--- config.mk ---
export PLATFORM = sky130hd
export DESIGN_NAME = dai_tx_encoder
export DESIGN_NICKNAME = d
export VERILOG_FILES = /design/src/rtl/dai_pkg.sv /design/src/rtl/dai_timebase.sv /design/src/rtl/dai_cs_crc.sv /design/src/rtl/dai_bmc_enc.sv /design/src/rtl/dai_tx_encoder.sv
export SDC_FILE = /design/constraint.sdc
export NUM_CORES = 1
export LEC_CHECK = 0
export BUFFER_PORTS_ARGS = -buffer_cell sky130_fd_sc_hd__buf_2
export CORE_MARGIN = 1
export CORE_UTILIZATION = 35
export CTS_BUF_LIST = sky130_fd_sc_hd__clkbuf_4
export CTS_CLUSTER_SIZE = 8
export DETAILED_ROUTE_END_ITERATION = 8
export PLACE_DENSITY = 0.58
export SYNTH_ARGS = -nofsm -noshare
export SYNTH_HDL_FRONTEND = slang
export SYNTH_SLANG_ARGS = --single-unit
export TNS_END_PERCENT = 30
--- constraint.sdc ---
create_clock -name clk -period 3.83 [get_ports clk]
set_input_delay 0.383 -clock clk [delete_from_list [all_inputs] [get_ports clk]]
set_output_delay 0.383 -clock clk [all_outputs]
set_load 0.005 [all_outputs]
--- src/rtl/dai_pkg.sv ---
package dai_pkg;
  localparam int AUD_W = 24;
  localparam int HC_W  = 7;
  localparam int CH_N  = 2;
  localparam int PRE_W = 8;
  localparam logic [7:0] CRC_POLY = 8'h1D;
  localparam logic [7:0] CRC_INIT = 8'hFF;

  typedef enum logic [1:0] {
    PK_BLOCK = 2'd0,
    PK_LEFT  = 2'd1,
    PK_RIGHT = 2'd2
  } pre_kind_e;

  typedef struct packed {
    logic             par;
    logic             cs;
    logic             usr;
    logic             vld;
    logic [AUD_W-1:0] aud;
  } sub_word_t;

  function automatic logic [7:0] crc8_step(input logic [7:0] c, input logic d);
    logic fb;
    fb = c[7] ^ d;
    return {c[6:0], 1'b0} ^ ({8{fb}} & CRC_POLY);
  endfunction

  function automatic logic [PRE_W-1:0] pre_pattern(input pre_kind_e k);
    case (k)
      PK_BLOCK: return 8'b1110_1000;
      PK_LEFT:  return 8'b1110_0010;
      default:  return 8'b1110_0100;
    endcase
  endfunction

  function automatic logic even_fill(input logic [AUD_W+2:0] x);
    return ^x;
  endfunction
endpackage

--- src/rtl/dai_timebase.sv ---
module dai_timebase #(
  parameter int FRAMES = 192,
  parameter int FRM_W  = $clog2(FRAMES)
) (
  input  logic                      clk,
  input  logic                      rst_n,
  output logic [dai_pkg::HC_W-1:0]  hc_idx,
  output logic [FRM_W-1:0]          frm_idx,
  output logic                      frame_start,
  output logic                      block_start
);
  import dai_pkg::*;
  localparam logic [HC_W-1:0]  HC_LAST  = '1;
  localparam logic [FRM_W-1:0] FRM_LAST = FRM_W'(FRAMES - 1);

  logic frame_end;
  assign frame_end   = (hc_idx == HC_LAST);
  assign frame_start = (hc_idx == '0);
  assign block_start = frame_start && (frm_idx == '0);

  always_ff @(posedge clk) begin
    if (!rst_n) begin
      hc_idx  <= '0;
      frm_idx <= '0;
    end else begin
      hc_idx <= hc_idx + 1'b1;
      if (frame_end)
        frm_idx <= (frm_idx == FRM_LAST) ? '0 : frm_idx + 1'b1;
    end
  end

  p_frame_range_r2: assert property (@(posedge clk) disable iff (!rst_n)
    frm_idx <= FRM_LAST);
  p_frame_pulse_r2: assert property (@(posedge clk) disable iff (!rst_n)
    frame_start |=> !frame_start);
endmodule

--- src/rtl/dai_cs_crc.sv ---
module dai_cs_crc #(
  parameter int FRAMES = 192,
  parameter int FRM_W  = $clog2(FRAMES)
) (
  input  logic             clk,
  input  logic             rst_n,
  input  logic             capture,
  input  logic [FRM_W-1:0] frm_idx,
  input  logic             pro_mode,
  input  logic             cs_in,
  output logic             cs_out
);
  import dai_pkg::*;
  localparam int CRC_FIRST = FRAMES - 8;
  localparam logic [FRM_W-1:0] CRC_FIRST_V = FRM_W'(CRC_FIRST);

  logic [7:0]       crc_q;
  logic             in_window;
  logic [FRM_W-1:0] off;
  logic [2:0]       sel;

  assign in_window = (frm_idx >= CRC_FIRST_V);
  assign off       = frm_idx - CRC_FIRST_V;
  assign sel       = off[2:0];

  always_ff @(posedge clk) begin
    if (!rst_n) begin
      crc_q  <= CRC_INIT;
      cs_out <= 1'b0;
    end else if (capture) begin
      if (!in_window)
        crc_q <= crc8_step((frm_idx == '0) ? CRC_INIT : crc_q, cs_in);
      cs_out <= (pro_mode && in_window) ? crc_q[sel] : cs_in;
    end
  end

  p_crc_hold_r9: assert property (@(posedge clk) disable iff (!rst_n)
    in_window |=> $stable(crc_q));
endmodule

--- src/rtl/dai_bmc_enc.sv ---
module dai_bmc_enc (
  input  logic                       clk,
  input  logic                       rst_n,
  input  logic [dai_pkg::HC_W-1:0]   hc_idx,
  input  logic                       capture,
  input  logic                       frm_zero,
  input  logic [dai_pkg::AUD_W-1:0]  left_smp,
  input  logic [dai_pkg::AUD_W-1:0]  right_smp,
  input  logic [dai_pkg::CH_N-1:0]   vld_in,
  input  logic [dai_pkg::CH_N-1:0]   usr_in,
  input  logic [dai_pkg::CH_N-1:0]   cs_bits,
  output logic                       tx_out
);
  import dai_pkg::*;
  localparam int WORD_W = $bits(sub_word_t);

  logic [AUD_W-1:0] aud_q [CH_N];
  logic [CH_N-1:0]  vld_q, usr_q;
  logic             pol_q, lvl_q, seen_q;

  logic             sub_sel, half;
  logic [4:0]       slot, bidx;
  logic [2:0]       pk;
  logic             in_pre, pol, data_bit, tx_n;
  sub_word_t        word;
  logic [WORD_W-1:0] word_v;
  pre_kind_e        kind;
  logic [PRE_W-1:0] pat;
  logic             toggle_due, sub_begin;

  assign sub_sel = hc_idx[6];
  assign slot    = hc_idx[5:1];
  assign half    = hc_idx[0];
  assign pk      = hc_idx[2:0];
  assign in_pre  = (slot < 5'd4);
  assign bidx    = slot - 5'd4;

  assign toggle_due = !half && (!in_pre || slot == 5'd0);
  assign sub_begin  = (hc_idx[5:0] == '0);

  always_comb begin
    word.aud = aud_q[sub_sel];
    word.vld = vld_q[sub_sel];
    word.usr = usr_q[sub_sel];
    word.cs  = cs_bits[sub_sel];
    word.par = even_fill({word.cs, word.usr, word.vld, word.aud});
    word_v   = word;
    data_bit = word_v[bidx];
  end

  always_comb begin
    if (sub_sel)       kind = PK_RIGHT;
    else if (frm_zero) kind = PK_BLOCK;
    else               kind = PK_LEFT;
    pat = pre_pattern(kind);
    pol = (pk == 3'd0) ? tx_out : pol_q;
    if (in_pre)    tx_n = pat[3'd7 - pk] ^ pol;
    else if (!half) tx_n = ~tx_out;
    else           tx_n = data_bit ? ~tx_out : tx_out;
  end

  always_ff @(posedge clk) begin
    if (!rst_n) begin
      for (int i = 0; i < CH_N; i++) aud_q[i] <= '0;
      vld_q  <= '0;
      usr_q  <= '0;
      tx_out <= 1'b0;
      pol_q  <= 1'b0;
      lvl_q  <= 1'b0;
      seen_q <= 1'b0;
    end else begin
      if (capture) begin
        aud_q[0] <= left_smp;
        aud_q[1] <= right_smp;
        vld_q    <= vld_in;
        usr_q    <= usr_in;
      end
      if (in_pre && pk == 3'd0) pol_q <= tx_out;
      if (sub_begin) begin
        lvl_q  <= tx_out;
        seen_q <= 1'b1;
      end
      tx_out <= tx_n;
    end
  end

  p_cell_toggle_r4: assert property (@(posedge clk) disable iff (!rst_n)
    toggle_due |=> (tx_out != $past(tx_out)));
  p_sub_level_r6: assert property (@(posedge clk) disable iff (!rst_n)
    (sub_begin && seen_q) |-> (tx_out == lvl_q));
endmodule

--- src/rtl/dai_tx_encoder.sv ---
module dai_tx_encoder #(
  parameter int FRAMES = 192,
  parameter int FRM_W  = $clog2(FRAMES)
) (
  input  logic        clk,
  input  logic        rst_n,
  input  logic        pro_mode,
  input  logic [23:0] left_smp,
  input  logic [23:0] right_smp,
  input  logic [1:0]  vld_in,
  input  logic [1:0]  usr_in,
  input  logic [1:0]  cs_in,
  output logic        frame_start,
  output logic        block_start,
  output logic        tx_out
);
  import dai_pkg::*;

  logic [HC_W-1:0]  hc_idx;
  logic [FRM_W-1:0] frm_idx;
  logic [CH_N-1:0]  cs_bits;

  dai_timebase #(.FRAMES(FRAMES), .FRM_W(FRM_W)) u_time (
    .clk(clk), .rst_n(rst_n), .hc_idx(hc_idx), .frm_idx(frm_idx),
    .frame_start(frame_start), .block_start(block_start)
  );

  for (genvar ch = 0; ch < CH_N; ch++) begin : g_cs
    dai_cs_crc #(.FRAMES(FRAMES), .FRM_W(FRM_W)) u_crc (
      .clk(clk), .rst_n(rst_n), .capture(frame_start), .frm_idx(frm_idx),
      .pro_mode(pro_mode), .cs_in(cs_in[ch]), .cs_out(cs_bits[ch])
    );
  end

  dai_bmc_enc u_enc (
    .clk(clk), .rst_n(rst_n), .hc_idx(hc_idx), .capture(frame_start),
    .frm_zero(frm_idx == '0), .left_smp(left_smp), .right_smp(right_smp),
    .vld_in(vld_in), .usr_in(usr_in), .cs_bits(cs_bits), .tx_out(tx_out)
  );
endmodule

# Yosys cells after proc, flatten, opt, wreduce, memory -nomap -nowiden
# Memories as Yosys holds them, arrays and structs flattened. A register that Yosys moved wholly into a read port is not among the register bits.
# Cells that the tools add are included.
# W data, S select, Z words.
word_totals:
  reg_bits: 39
  in_bits: 57
  romBits: 0
  mem_count: 1
  latch_bits: 0
  mem_bits_rw: 48
  wordCells: 77
  out_inout_bits: 3
classes:
  n_shift: 0
  add_sub_neg: 5
  magnitude_cmp: 6
  div: 0
  eq_ne: 4
  n_bitwise: 9
  mux: 33
  multipliers: 0
  n_reduce_logical: 9
mem_list:
  columns: ["name", "words", "word_bits", "rd", "rd_ports_with_merged_regs", "write_ports", "line", "source"]
  rows:
  - ["u_enc.aud_q", 2, 24, 1, 1, 2, "dai_bmc_enc.sv:17", "logic [AUD_W-1:0] aud_q [CH_N];"]
op_table:
  columns: ["cell", "count"]
  rows:
  - ["$mux W24", 2]
  - ["$reduce_xor A27 Y1", 1]
  - ["$mux W8", 3]
  - ["$mux W1", 22]
  - ["$xor A8 B5 Y8", 2]
  - ["$bmux W1 S3", 3]
  - ["$add A8 B1 Y8 const B", 1]
  - ["$eq A8 B8 Y1 const B", 1]
  - ["$ge A8 B8 Y1 const B", 1]
  - ["$logic_not A8 Y1", 1]
  - ["$lt A3 B4 Y1 const B", 2]
  - ["$pmux W4 S2", 1]
  - ["$add A7 B1 Y7 const B", 1]
  - ["$eq A7 B7 Y1 const B", 1]
  - ["$logic_not A7 Y1", 1]
  - ["$lt A5 B6 Y1 const B", 1]
  - ["$bmux W1 S5", 1]
  - ["$lt A5 B3 Y1 const B", 1]
  - ["$sub A5 B3 Y5 const B", 1]
  - ["$logic_and A1 B1 Y1", 3]
  - ["$logic_not A3 Y1", 1]
  - ["$ne A3 B1 Y1 const B", 1]
  - ["$sub A3 B1 Y3 const B", 1]
  - ["$sub A3 B3 Y3 const A", 1]
  - ["other kinds (8)", 12]

# Longest topological paths before layout
logic_depth:
  ltp_word: 9
  depth_mapped: 13
  mapped_depth_nobuf: 12

# Hierarchy
# Synthesis repeated with hierarchy kept, for this count alone.
hier_totals:
  cells_unflattened: 450
  hier_area_um2: 4989.8
by_module_without_submodules:
  columns: ["module", "area_per_inst_um2", "instances", "cells_each", "seq_area_each_um2"]
  rows:
  - ["dai_bmc_enc", 3160.5, 1, 248, 1561.5]
  - ["dai_cs_crc", 535.5, 2, 58, 180.2]
  - ["dai_timebase", 739.5, 1, 83, 300.3]
  - ["dai_tx_encoder", 18.8, 1, 3, 0.0]

# Worst setup path after synthesis
# Ideal clock, no wire load.
synth_timing:
  path_kind: "reg-to-reg"
  start: "reg u_time.hc_idx[3] in the netlist's numbering"
  end: "mem u_enc.aud_q[0][0], enable pin"
  period_less_slack_ns: 2.866
  setup_time_ns: 0.407
  required_time_ns: 3.423
  path_stages_with_launch: 7
  path_buffers: 2
  arrival_ns: 2.460
  slack_ns: 0.964
  path_cell_list: "dfxtp_1 > clkbuf_1 > nor3_1 > nand3_1 > or2_2 > clkbuf_1 > nand2_1"
synth_rtl:
  columns: ["element", "line", "source"]
  rows:
  - ["start, declared", "dai_timebase.sv:7", "output logic [dai_pkg::HC_W-1:0] hc_idx,"]
  - ["start signal, assigned", "dai_timebase.sv:26", "hc_idx <= hc_idx + 1'b1;"]
  - ["end, declared", "dai_bmc_enc.sv:17", null]

# Worst setup path after layout
layout_timing:
  start: "reg u_time.hc_idx[3] in the netlist's numbering"
  end: "out frame_start"
layout_between:
  elab_chain_cells: 1
layout_rtl:
  columns: ["element", "line", "source"]
  rows:
  - ["$logic_not A7 Y1", "dai_timebase.sv:18", "assign frame_start = (hc_idx == '0);"]
  - ["end, declared", "dai_tx_encoder.sv:13", "output logic frame_start,"]
# No other way between the ends.

==> results by group <==
Routing
  • Routed wire length per instance: 14.89 µm
  • Number of antenna-violating nets in the routed design: 0
  • Violation count after the first detailed-routing iteration: 164
  • Final Routed Wirelength: 9770 µm
  • DRC violations left: 0
  • Detailed-route vias per instance: 4.941
  • First-pass detailed-route iteration total: 4
  • Via Count: 3241

Worst setup path
  • Required time at the worst-slack endpoint: 3.45 ns
  • Critical Path End Type: output pin
  • Start-to-end type of the worst setup path: reg2out
  • Crit-path max FO: 47
  • Startpoint class of the critical path: flop
  • Crit path DAT: 2.63 ns

Placement
  • Final GP Congestion: 0.7753
  • Placement Setup Slack: 1.040 ns
  • Total of buffers placed on input and output ports: 59
  • HPWL reported at the end of detailed placement: 7113 µm

Floorplan
  • Initial Utilization: 36.59%
  • Area of the die: 13870 µm²
  • Die width: 117.8 µm
  • Placeable core region: 12820 µm²
  • Vert. Die Dim: 117.8 µm
  • Number of cell rows: 41
  • Ports placed on the boundary: 60

Power
  • Part of the total power dissipated in the clock network: 24.3%
  • IR Drop Worst-Case VDD: 0.1533 mV
  • Power Density: 405.3 nW/µm²
  • Psw: 608.4 µW
  • Power share of the sequential group: 54.5%
  • Net Sw Frac: 28.51%
  • Cell internal pwr: 1.526 mW
  • Leakage power: 2.144 nW
  • Part of the total power dissipated in combinational logic: 21.2%

Timing
  • Worst slew pin tran: 0.7612 ns
  • Post-route clock period utilization: 78.61%
  • Worst-case setup margin in the final layout: 0.8193 ns
  • Summed negative setup slack over all endpoints: 0 ns
  • Number of max-slew violations in the final report: 0
  • Setup-violating endpoint count in the final report: 0
  • Setup repair after global routing missed its margin: false
  • Final Hold Vio Count: 0
  • Worst Skew: 0.01322 ns
  • Peak clock frequency supported by timing: 332.2 MHz
  • Minimum period implied by the final worst setup slack: 3.011 ns
  • Worst-case headroom to the max-slew limit: 49.06%

Global routing
  • GRT Util Overall: 14.69%
  • Initial antenna violation count: 1
  • Congestion Overflow GR: 0
  • Largest net degree at the start of global routing: 86
  • Vias in the first global route: 3102
  • Global-route wire length before repair: 16070 µm

Synth
  • Top post-synthesis cells by area: edfxtp_1 (31%), dfxtp_1 (17%), mux2i_1 (7.0%)
  • Synth async-reset ratio: 0%
  • Yosys top cell area share: 30.72%
  • Largest area contributor in the synthesized netlist: edfxtp_1
  • Combined area of all synthesized cells: 4692 µm²
  • Number of instances in the synthesized netlist: 432
  • Top post-synthesis cells by count: and3_1 (48), edfxtp_1 (48), dfxtp_1 (40)
  • Leading register cell type out of synthesis: edfxtp_1
  • Number of warning messages in the yosys log: 0
  • Number of synthesized register bits: 88
  • Cell variety after synth: 37
  • Number of enable-type register cells in the synthesized netlist: 48
  • Mean post-synth cell area: 10.86 µm²
  • Synthesized Nets: 495
  • Share of synthesized area occupied by flip-flops and latches: 47.79%

Clocking
  • Clock latency at the later pin of the worst-skew pair: 0.45 ns
  • CTS Root Buffer Type: clkbuf_4
  • CTS tree: yes
  • Post_cts resized: 0
  • Clock-pin slew on the worst setup and hold paths: 0.13 ns
  • Worst-case clock buffer depth: 2
  • Number of buffers added for setup after CTS: 0
  • Hold buffer count at cts: 0
  • Level count of the clock H-tree: 3
  • Number of CTS-inserted buffers: 9
  • CTS sink count: 88

Min path
  • Worst hold-check path type: in2reg

Layout
  • Ratio of cells with drive above 1 in the final layout: 19.88%
  • Post-layout net count: 541
  • FILL cells: 1297
  • Relative area change from synthesis to final layout: 12.24%

Flow run
  • Max-cap violations: 0

Run status
  • Run status: completed
layout by cell type, fill, tap and decap left out, drive strengths merged, types with 3 or more instances in the layout:
master   n
and2    15
nor2    26
edfxtp  48
mux4    12
ha       6
a21oi    5
nor2b    4
mux2i   33
nand3    9
xnor2   23
o21ai   14
nor3    10
a31oi    3
clkinv   6
clkbuf  10
inv      7
and3    48
dfxtp   40
xor2    37
a21boi   4
o211ai   8
buf     66
o221ai   4
nand4    3
nand2   29
final cells by class:
cell class                 instances  area [µm²]  share of cell area (%)
antenna                            1       2.502                 0.04752
clock buffer                      10       75.07                   1.426
clock inverter                     6       60.06                   1.140
inverter                           8       30.03                  0.5702
multi-input combinational        305        2293                   43.55
sequential                        88        2242                   42.58
tap                              172       215.2                   4.086
timing repair buffer              66       347.8                   6.605
path summary, 6_finish.rpt:
check                    start                     end  slack, ns  cells after the start
min reg2reg     u_enc.vld_q[1]          u_enc.vld_q[1]       0.50                      2
max reg2reg  u_time.frm_idx[0]  g_cs[1].u_crc.crc_q[3]       1.02                      9
min                  vld_in[0]          u_enc.vld_q[0]       0.18                      3
max           u_time.hc_idx[3]             frame_start       0.82                      6
power groups by stage:
| stage | combinational [mW] | sequential, mW | clock (mW) |
|---|---|---|---|
| final | 0.452 | 1.16 | 0.518 |
| after global placement | 0.450 | 1.19 | 0 |
| after floorplan | 0.355 | 1.16 | 0 |
| after global routing | 0.498 | 1.17 | 0.578 |
| after CTS | 0.457 | 1.17 | 0.534 |
| after detailed placement | 0.456 | 1.19 | 0 |
sequential cells by signal (all words and copies together), names as in the netlist, named ones only:
| signal | count |
|---|---|
| u_enc.pol_q | 1 |
| u_enc.usr_q | 2 |
| u_enc.aud_q | 48 |
| u_enc.tx_out | 1 |
| g_cs.u_crc.cs_out | 2 |
| u_time.frm_idx | 8 |
| u_time.hc_idx | 7 |
| g_cs.u_crc.crc_q | 16 |
| u_enc.vld_q | 2 |
worst max-delay path, stage by stage, from the launching register on:
cell and delay (ns):
dfxtp_1 0.50, nor3_1 0.32, nand3_1 0.18, or2_2 0.42
clkinv_1 0.20, buf_4 0.36, buf_2 0.18
per-stage QoR:
stage / std cells / power, mW / hold slack, ns / util, % / instance area, µm²
finish: 656 / 2.134 / 0.1806 / 41.06 / 5266
global route: 656 / 2.251 / 0.1379 / 41.06 / 5266
CTS: 655 / 2.156 / 0.1546 / 41.04 / 5264
detailed placement: 639 / 1.643 / 0.4891 / 39.99 / 5129
global placement: 639 / 1.636 / 0.4831 / 39.99 / 5129
floorplan: 432 / 1.518 / 0.4584 / - / 4692
per-layer routing:
layer | track usage, % | wire, µm
met1 | 20.60 | 4830
met2 | 22.28 | 4502
met3 | 2.955 | 309
met4 | 5.449 | 127
met5 | 0 | 0
cells by family (layout without fill, tap and decap cells):
family,after synthesis,after routing,share of synthesized area [%]
AO/OA/AOI/OAI,43,43,6.000
XOR/XNOR,60,60,11.20
adder cells (fa/ha/maj),6,6,1.600
buffers and inverters,39,90,3.387
flip-flops,88,88,47.79
multiplexers,45,45,12.80
other,0,1,0
AND/OR/NAND/NOR,151,151,17.23
No activity file was read; power rests on OpenSTA's default activity.
